===== src/rtl/lvds_map_pkg.sv =====
package lvds_map_pkg;
  localparam int unsigned CODE_W  = 5;
  localparam int unsigned SRC_W   = 1 << CODE_W;
  localparam int unsigned COLOR_W = 8;

  localparam int unsigned R_BASE = 0;
  localparam int unsigned G_BASE = 8;
  localparam int unsigned B_BASE = 16;
  localparam int unsigned C_HS   = 24;
  localparam int unsigned C_VS   = 25;
  localparam int unsigned C_DE   = 26;
  localparam int unsigned C_CE   = 27;
  localparam int unsigned C_CI   = 28;
  localparam int unsigned C_TOG  = 29;
  localparam int unsigned C_ONE  = 30;
  localparam int unsigned C_ZERO = 31;

  typedef enum logic [1:0] {
    PRESET_VESA  = 2'b00,
    PRESET_JEIDA = 2'b01
  } preset_e;

  // Preset selector for one lane position; jeida shifts colour LSBs onto the high lanes
  function automatic logic [CODE_W-1:0] preset_code(input logic jeida, input int lane, input int pos);
    int s;
    int c;
    s = jeida ? 2 : 0;
    case (lane)
      0: c = (pos >= 2 && pos <= 4) ? C_ZERO : C_ONE;
      1: c = (pos < 6) ? R_BASE + pos + s : G_BASE + s;
      2: c = (pos < 5) ? G_BASE + pos + 1 + s : B_BASE + s + pos - 5;
      3: c = (pos < 4) ? B_BASE + pos + 2 + s : C_HS + pos - 4;
      default: c = (pos == 6) ? C_CE : (pos / 2) * 8 + (pos % 2) + (jeida ? 0 : 6);
    endcase
    return CODE_W'(c);
  endfunction
endpackage


===== src/rtl/lvds_map_table.sv =====
module lvds_map_table
  import lvds_map_pkg::*;
#(
  parameter int unsigned N_LANES   = 5,
  parameter int unsigned LANE_BITS = 7,
  parameter int unsigned POS_SPLIT = 4,
  localparam int unsigned LANE_AW  = $clog2(N_LANES),
  localparam int unsigned ADDR_W   = LANE_AW + 1,
  localparam int unsigned WDATA_W  = CODE_W * POS_SPLIT,
  localparam int unsigned NSEL     = N_LANES * LANE_BITS
) (
  input  logic                   clk_i,
  input  logic                   rst_ni,
  input  logic                   cfg_we_i,
  input  logic [ADDR_W-1:0]      cfg_addr_i,
  input  logic [WDATA_W-1:0]     cfg_wdata_i,
  input  logic                   preset_load_i,
  input  logic [1:0]             preset_sel_i,
  output logic [NSEL*CODE_W-1:0] sel_o
);
  logic [CODE_W-1:0] tab_q [N_LANES][LANE_BITS];
  logic [LANE_AW-1:0] wr_lane;
  logic               wr_half;
  logic               wr_ok;
  logic               jeida;

  assign wr_lane = cfg_addr_i[ADDR_W-1:1];
  assign wr_half = cfg_addr_i[0];
  assign wr_ok   = cfg_we_i && (int'(wr_lane) < N_LANES);
  assign jeida   = (preset_sel_i == PRESET_JEIDA);

  always_ff @(posedge clk_i or negedge rst_ni) begin
    if (!rst_ni) begin
      for (int l = 0; l < N_LANES; l++)
        for (int p = 0; p < LANE_BITS; p++)
          tab_q[l][p] <= preset_code(1'b0, l, p);
    end else if (preset_load_i) begin
      for (int l = 0; l < N_LANES; l++)
        for (int p = 0; p < LANE_BITS; p++)
          tab_q[l][p] <= preset_code(jeida, l, p);
    end else if (wr_ok) begin
      for (int l = 0; l < N_LANES; l++) begin
        if (wr_lane == LANE_AW'(l)) begin
          for (int p = 0; p < LANE_BITS; p++) begin
            if (!wr_half && p < POS_SPLIT)
              tab_q[l][p] <= cfg_wdata_i[CODE_W*p +: CODE_W];
            else if (wr_half && p >= POS_SPLIT)
              tab_q[l][p] <= cfg_wdata_i[CODE_W*(p-POS_SPLIT) +: CODE_W];
          end
        end
      end
    end
  end

  for (genvar l = 0; l < N_LANES; l++) begin : g_lane
    for (genvar p = 0; p < LANE_BITS; p++) begin : g_pos
      assign sel_o[(l*LANE_BITS+p)*CODE_W +: CODE_W] = tab_q[l][p];
    end
  end

  AST_PRESET_CLOCK_LANE: assert property (@(posedge clk_i) disable iff (!rst_ni)
    preset_load_i |=> (sel_o[2*CODE_W +: CODE_W] == CODE_W'(C_ZERO)
                       && sel_o[0 +: CODE_W] == CODE_W'(C_ONE)));
  AST_BAD_LANE_IGNORED: assert property (@(posedge clk_i) disable iff (!rst_ni)
    (cfg_we_i && !preset_load_i && int'(wr_lane) >= N_LANES) |=> $stable(sel_o));
endmodule


===== src/rtl/lvds_pixel_cond.sv =====
module lvds_pixel_cond
  import lvds_map_pkg::*;
(
  input  logic                 clk_i,
  input  logic                 rst_ni,
  input  logic                 pix_valid_i,
  input  logic [3*COLOR_W-1:0] pix_rgb_i,
  input  logic                 hsync_i,
  input  logic                 vsync_i,
  input  logic                 de_i,
  input  logic                 ce_i,
  input  logic                 hs_inv_i,
  input  logic                 vs_inv_i,
  input  logic                 de_inv_i,
  input  logic                 ci_i,
  output logic [SRC_W-1:0]     src_o
);
  logic tog_q;

  always_ff @(posedge clk_i or negedge rst_ni) begin
    if (!rst_ni)          tog_q <= 1'b0;
    else if (pix_valid_i) tog_q <= ~tog_q;
  end

  always_comb begin
    src_o = '0;
    src_o[B_BASE-1:R_BASE] = pix_rgb_i[2*COLOR_W-1:0];
    src_o[C_HS-1:B_BASE]   = pix_rgb_i[3*COLOR_W-1:2*COLOR_W];
    src_o[C_HS]   = hsync_i ^ hs_inv_i;
    src_o[C_VS]   = vsync_i ^ vs_inv_i;
    src_o[C_DE]   = de_i ^ de_inv_i;
    src_o[C_CE]   = ce_i;
    src_o[C_CI]   = ci_i;
    src_o[C_TOG]  = tog_q;
    src_o[C_ONE]  = 1'b1;
    src_o[C_ZERO] = 1'b0;
  end

  AST_TOGGLE_FLIP: assert property (@(posedge clk_i) disable iff (!rst_ni)
    pix_valid_i |=> (tog_q != $past(tog_q)));
  AST_TOGGLE_IDLE: assert property (@(posedge clk_i) disable iff (!rst_ni)
    !pix_valid_i |=> $stable(tog_q));
endmodule


===== src/rtl/lvds_lane_mux.sv =====
module lvds_lane_mux
  import lvds_map_pkg::*;
#(
  parameter int unsigned NSEL = 35
) (
  input  logic                   clk_i,
  input  logic                   rst_ni,
  input  logic                   valid_i,
  input  logic [SRC_W-1:0]       src_i,
  input  logic [NSEL*CODE_W-1:0] sel_i,
  output logic [NSEL-1:0]        lane_o,
  output logic                   valid_o
);
  logic [NSEL-1:0] bit_d;

  for (genvar b = 0; b < NSEL; b++) begin : g_bit
    assign bit_d[b] = src_i[sel_i[b*CODE_W +: CODE_W]];
  end

  always_ff @(posedge clk_i or negedge rst_ni) begin
    if (!rst_ni) begin
      lane_o  <= '0;
      valid_o <= 1'b0;
    end else begin
      valid_o <= valid_i;
      if (valid_i) lane_o <= bit_d;
    end
  end

  AST_VALID_LATENCY: assert property (@(posedge clk_i) disable iff (!rst_ni)
    valid_i |=> valid_o);
  AST_HOLD_IDLE: assert property (@(posedge clk_i) disable iff (!rst_ni)
    !valid_i |=> ($stable(lane_o) && !valid_o));
  AST_CONST_ZERO: assert property (@(posedge clk_i) disable iff (!rst_ni)
    (valid_i && sel_i[0 +: CODE_W] == CODE_W'(C_ZERO)) |=> !lane_o[0]);
endmodule


===== src/rtl/lvds_lane_mapper.sv =====
module lvds_lane_mapper
  import lvds_map_pkg::*;
#(
  parameter int unsigned N_LANES   = 5,
  parameter int unsigned LANE_BITS = 7,
  parameter int unsigned POS_SPLIT = 4,
  localparam int unsigned ADDR_W   = $clog2(N_LANES) + 1,
  localparam int unsigned WDATA_W  = CODE_W * POS_SPLIT,
  localparam int unsigned NSEL     = N_LANES * LANE_BITS
) (
  input  logic                 clk_i,
  input  logic                 rst_ni,
  input  logic                 cfg_we_i,
  input  logic [ADDR_W-1:0]    cfg_addr_i,
  input  logic [WDATA_W-1:0]   cfg_wdata_i,
  input  logic                 preset_load_i,
  input  logic [1:0]           preset_sel_i,
  input  logic                 hs_inv_i,
  input  logic                 vs_inv_i,
  input  logic                 de_inv_i,
  input  logic                 ci_i,
  input  logic                 pix_valid_i,
  input  logic [3*COLOR_W-1:0] pix_rgb_i,
  input  logic                 hsync_i,
  input  logic                 vsync_i,
  input  logic                 de_i,
  input  logic                 ce_i,
  output logic                 lane_valid_o,
  output logic [NSEL-1:0]      lane_o
);
  logic [NSEL*CODE_W-1:0] sel;
  logic [SRC_W-1:0]       src;

  lvds_map_table #(
    .N_LANES(N_LANES), .LANE_BITS(LANE_BITS), .POS_SPLIT(POS_SPLIT)
  ) u_table (
    .clk_i, .rst_ni, .cfg_we_i, .cfg_addr_i, .cfg_wdata_i,
    .preset_load_i, .preset_sel_i, .sel_o(sel)
  );

  lvds_pixel_cond u_cond (
    .clk_i, .rst_ni, .pix_valid_i, .pix_rgb_i, .hsync_i, .vsync_i, .de_i, .ce_i,
    .hs_inv_i, .vs_inv_i, .de_inv_i, .ci_i, .src_o(src)
  );

  lvds_lane_mux #(.NSEL(NSEL)) u_mux (
    .clk_i, .rst_ni, .valid_i(pix_valid_i), .src_i(src), .sel_i(sel),
    .lane_o, .valid_o(lane_valid_o)
  );
endmodule


===== config.mk =====
export PLATFORM = sky130hd
export DESIGN_NAME = lvds_lane_mapper
export DESIGN_NICKNAME = d
export VERILOG_FILES = /design/src/rtl/lvds_map_pkg.sv /design/src/rtl/lvds_map_table.sv /design/src/rtl/lvds_pixel_cond.sv /design/src/rtl/lvds_lane_mux.sv /design/src/rtl/lvds_lane_mapper.sv
export SDC_FILE = /design/constraint.sdc
export NUM_CORES = 1
export LEC_CHECK = 0
export ABC_AREA = 0
export BUFFER_PORTS_ARGS = -buffer_cell sky130_fd_sc_hd__buf_2
export CAP_MARGIN = 10
export CORE_MARGIN = 4
export CORE_UTILIZATION = 56
export CTS_BUF_LIST = sky130_fd_sc_hd__clkbuf_4
export DETAILED_ROUTE_END_ITERATION = 10
export GPL_TIMING_DRIVEN = 0
export PLACE_DENSITY = 0.77
export SLEW_MARGIN = 20
export SYNTH_ARGS = -nofsm -noshare
export SYNTH_HDL_FRONTEND = slang
export SYNTH_HIERARCHICAL = 1
export SYNTH_SLANG_ARGS = --single-unit

===== constraint.sdc =====
create_clock -name clk_i -period 1.68 [get_ports clk_i]
set_clock_uncertainty 0.05 [all_clocks]
set_input_delay 0.252 -clock clk_i [delete_from_list [all_inputs] [get_ports clk_i]]
set_output_delay 0.252 -clock clk_i [all_outputs]
set_load 0.02 [all_outputs]

==> impl_metrics.ini <==
[worst_setup_path]
crit_family = flip-flops
critPathBufInv = 1
end_kind = register
cp_max_fo = 7
critical_path_arrival_ns = 2.32
critical-path-max-stage-delay_ns = 0.55
regToRegSetupSlack_ns = -0.13
cp.required_ns = 2.19
crit_chain = buf_6 > mux2i_2 > a21oi_1 > and3_1 > a31oi_1 > a41oi_2
worstSetupStartpointType = register
crit_type = register to register
slowest_stage = dfstp_2

[placement]
place_congestion = 1.02
place_ws_ns = -0.461
port_buffers = 70
hpwl_um = 61800

[sta]
max_freq_mhz = 552
relSlewSlack = 0.238
fin_crit_ns = 1.81
worst_pin_slew_ns = 1.14
fin_ws_ns = -0.132
hold_ws_ns = 0.0290
rsz0062_at_grt = true
hold_viol = 0
setup_viol = 19
fin_crit_sh = 1.08
report.final.slew_viol_count = 0

[global_routing]
grt_pass1_vias = 21700
overflow = 0
grt_max_degree = 83
grt_usage = 0.435
antenna_found_initial = 6
grt_pass1_wl_um = 135000

[yosys]
synth_flop_cell = dfrtp_1
avgSynthCellArea_um2 = 8.89
synth_edf_count = 0
yosysMostFrequentCell = mux2i_1
synth_top_cell_by_area = mux2i_1
synthCells = 2395
synth_top_area_frac = 0.293
synthArstFlopShare = 1.00
synth_common_cells = 624 x mux2i_1, 165 x nor2_1, 159 x nand2_1, 118 x a21oi_1, 117 x dfrtp_1
ys_top_cells_by_area = mux2i_1 29%, dfrtp_1 14%, dfstp_2 12%
synthAdderAreaFrac = 0
netlist_area_mm2 = 0.0213
synth_compound_area_frac = 0.164
yosysSeqAreaShare = 0.255
syn_nets = 2458
synth_seq_cells = 212
yosysWarnings = 6
synth_cell_types = 52
yosys.area_share.simple = 0.176
synthMuxAreaShare = 0.295
synth-xor-area-share = 0.00165
synth_top_family_by_area = multiplexers

[pwr]
p_per_area_mw_per_mm2 = 667
p_leak_uw = 0.0115
peakVddDrop_mv = 0.529
p_total_uw = 16600

[final_layout]
utilization = 0.663
area.sequential_mm2 = 0.00543
finish.net_count = 2711
areaGrowthSynthToFinish_pct = 17.0
multi_input_area_mm2 = 0.0140
drive_gt1_frac = 0.295
n_fill_cell = 3162

[clock_tree]
cts_tree = built
worstSkewPairLatency_ns = 0.77
cts_buffer_depth = 3
htree_levels = 3
cts-root-buf = clkbuf_4
cts_sinks = 212
cts.reportedPaths.clkPinSlew_ns = 0.07
cts_buffers = 70

[die]
pin_count = 99
coreArea_mm2 = 0.0376
dieArea_mm2 = 0.0412
initial_utilization = 0.566
die_w_um = 203
fp-row-count = 71
die_h_um = 203

[drt]
drt-total-wl_um = 94300
ant_nets = 0
vias = 22400
drc = 0
wl_per_cell_um = 29.3
dr.first_iter.drc_count = 3327
viasPerCell = 6.95
dr.pass1.iters = 9

[job]
maxCapViolCount = 0

[outcome]
outcome = finished, violations left
violations = setup timing

[hold_path]
holdCritPathClass = input pin to register
-- metrics by stage --
step / cells / TNS (ns) / cell area [um^2]
2_1_floorplan: 2395 / 0 / 21300
3_3_place_gp: 2976 / -639.80 / 22300
3_5_place_dp: 2978 / -33.87 / 22300
4_1_cts: 3170 / -0.323 / 24000
5_1_grt: 3218 / -1.81 / 24900
6_report: 3222 / -0.919 / 24900
-- layout make-up --
| type | instances | share of cell area |
|---|---|---|
| multi-input combinational | 1878 | 0.561 |
| sequential | 212 | 0.218 |
| buffer | 301 | 0.0991 |
| timing repair buffer | 182 | 0.0592 |
| clock buffer | 106 | 0.0320 |
| tap | 511 | 0.0257 |
| clock inverter | 23 | 0.00357 |
| antenna | 6 | 0.000603 |
| inverter | 3 | 0.000452 |
-- timing repair --
action	4_1_cts	5_1_grt
buffers inserted	35	43
endpoints found under the hold margin	221	0
cloned	1	3
hold buffers	28	0
endpoints found under the setup margin	34	51
resized for setup	44	123
pin swaps	33	60
-- report_power, final --
group | switching (uW) | internal (uW)
Combinational | 3270 | 1910
Sequential | 363 | 5450
Clock | 2740 | 2880
-- state kept, by name, summed over array words and instances (netlist names) --
| name | flops |
|---|---|
| u_mux/lane_o | 35 |
| u_table/sel_o | 175 |
| u_mux/valid_o | 1 |
| u_cond/tog_q | 1 |
-- routing by layer --
metal / track usage / part of all wire
met3: 0.151 / 0.15
met5: 0.0226 / 0.0017
met4: 0.283 / 0.077
met2: 0.624 / 0.41
met1: 0.552 / 0.36
-- worst register-to-register path: stages (launching register included) --
cell,delay (ns)
dfstp_2,0.55
buf_6,0.15
mux2i_2,0.21
a21oi_1,0.09
and3_1,0.19
a31oi_1,0.19
a41oi_2,0.17
-- cells in the final DEF (no fill, tap or decap), drive strengths merged, types with 2 or more instances in the layout --
cell / n
nand2b: 86
xor2: 4
diode: 6
a31o: 50
nand2: 162
a211o: 2
dlygate4sd3: 27
and3b: 2
nor2: 168
a41oi: 35
buf: 416
a21oi: 118
a2111o: 2
inv: 7
and3: 48
nand4: 37
clkinv: 19
a22o: 40
nor2b: 81
clkbuf: 145
mux2i: 624
a31oi: 70
o21ai: 35
a211oi: 30
and2: 27
nor4bb: 3
nand3: 78
mux2: 2
o2bb2ai: 2
conb: 2
dfstp: 95
a311oi: 9
a22oi: 94
nand3b: 2
nor3: 52
o22a: 8
dfrtp: 117
-- final timing paths --
path,start,to,cells past startpoint
max in group asynchronous,rst_ni,u_mux/lane_o[1],3
hold / removal,cfg_addr_i[1],u_table/sel_o[151],5
hold reg to reg,u_table/sel_o[135],u_table/sel_o[135],1
min in group asynchronous,rst_ni,u_table/sel_o[153],2
setup reg to reg,u_table/sel_o[155],u_mux/lane_o[31],6
setup / recovery,u_table/sel_o[155],u_mux/lane_o[31],6
-- logic make-up after synthesis --
logic type      after synthesis
other cells                   2
mux                         626
flops                       212
buf+inv                     305
compound gates              496
xor+xnor                      4
simple gates                750
Power figures use the tool's default switching activity.
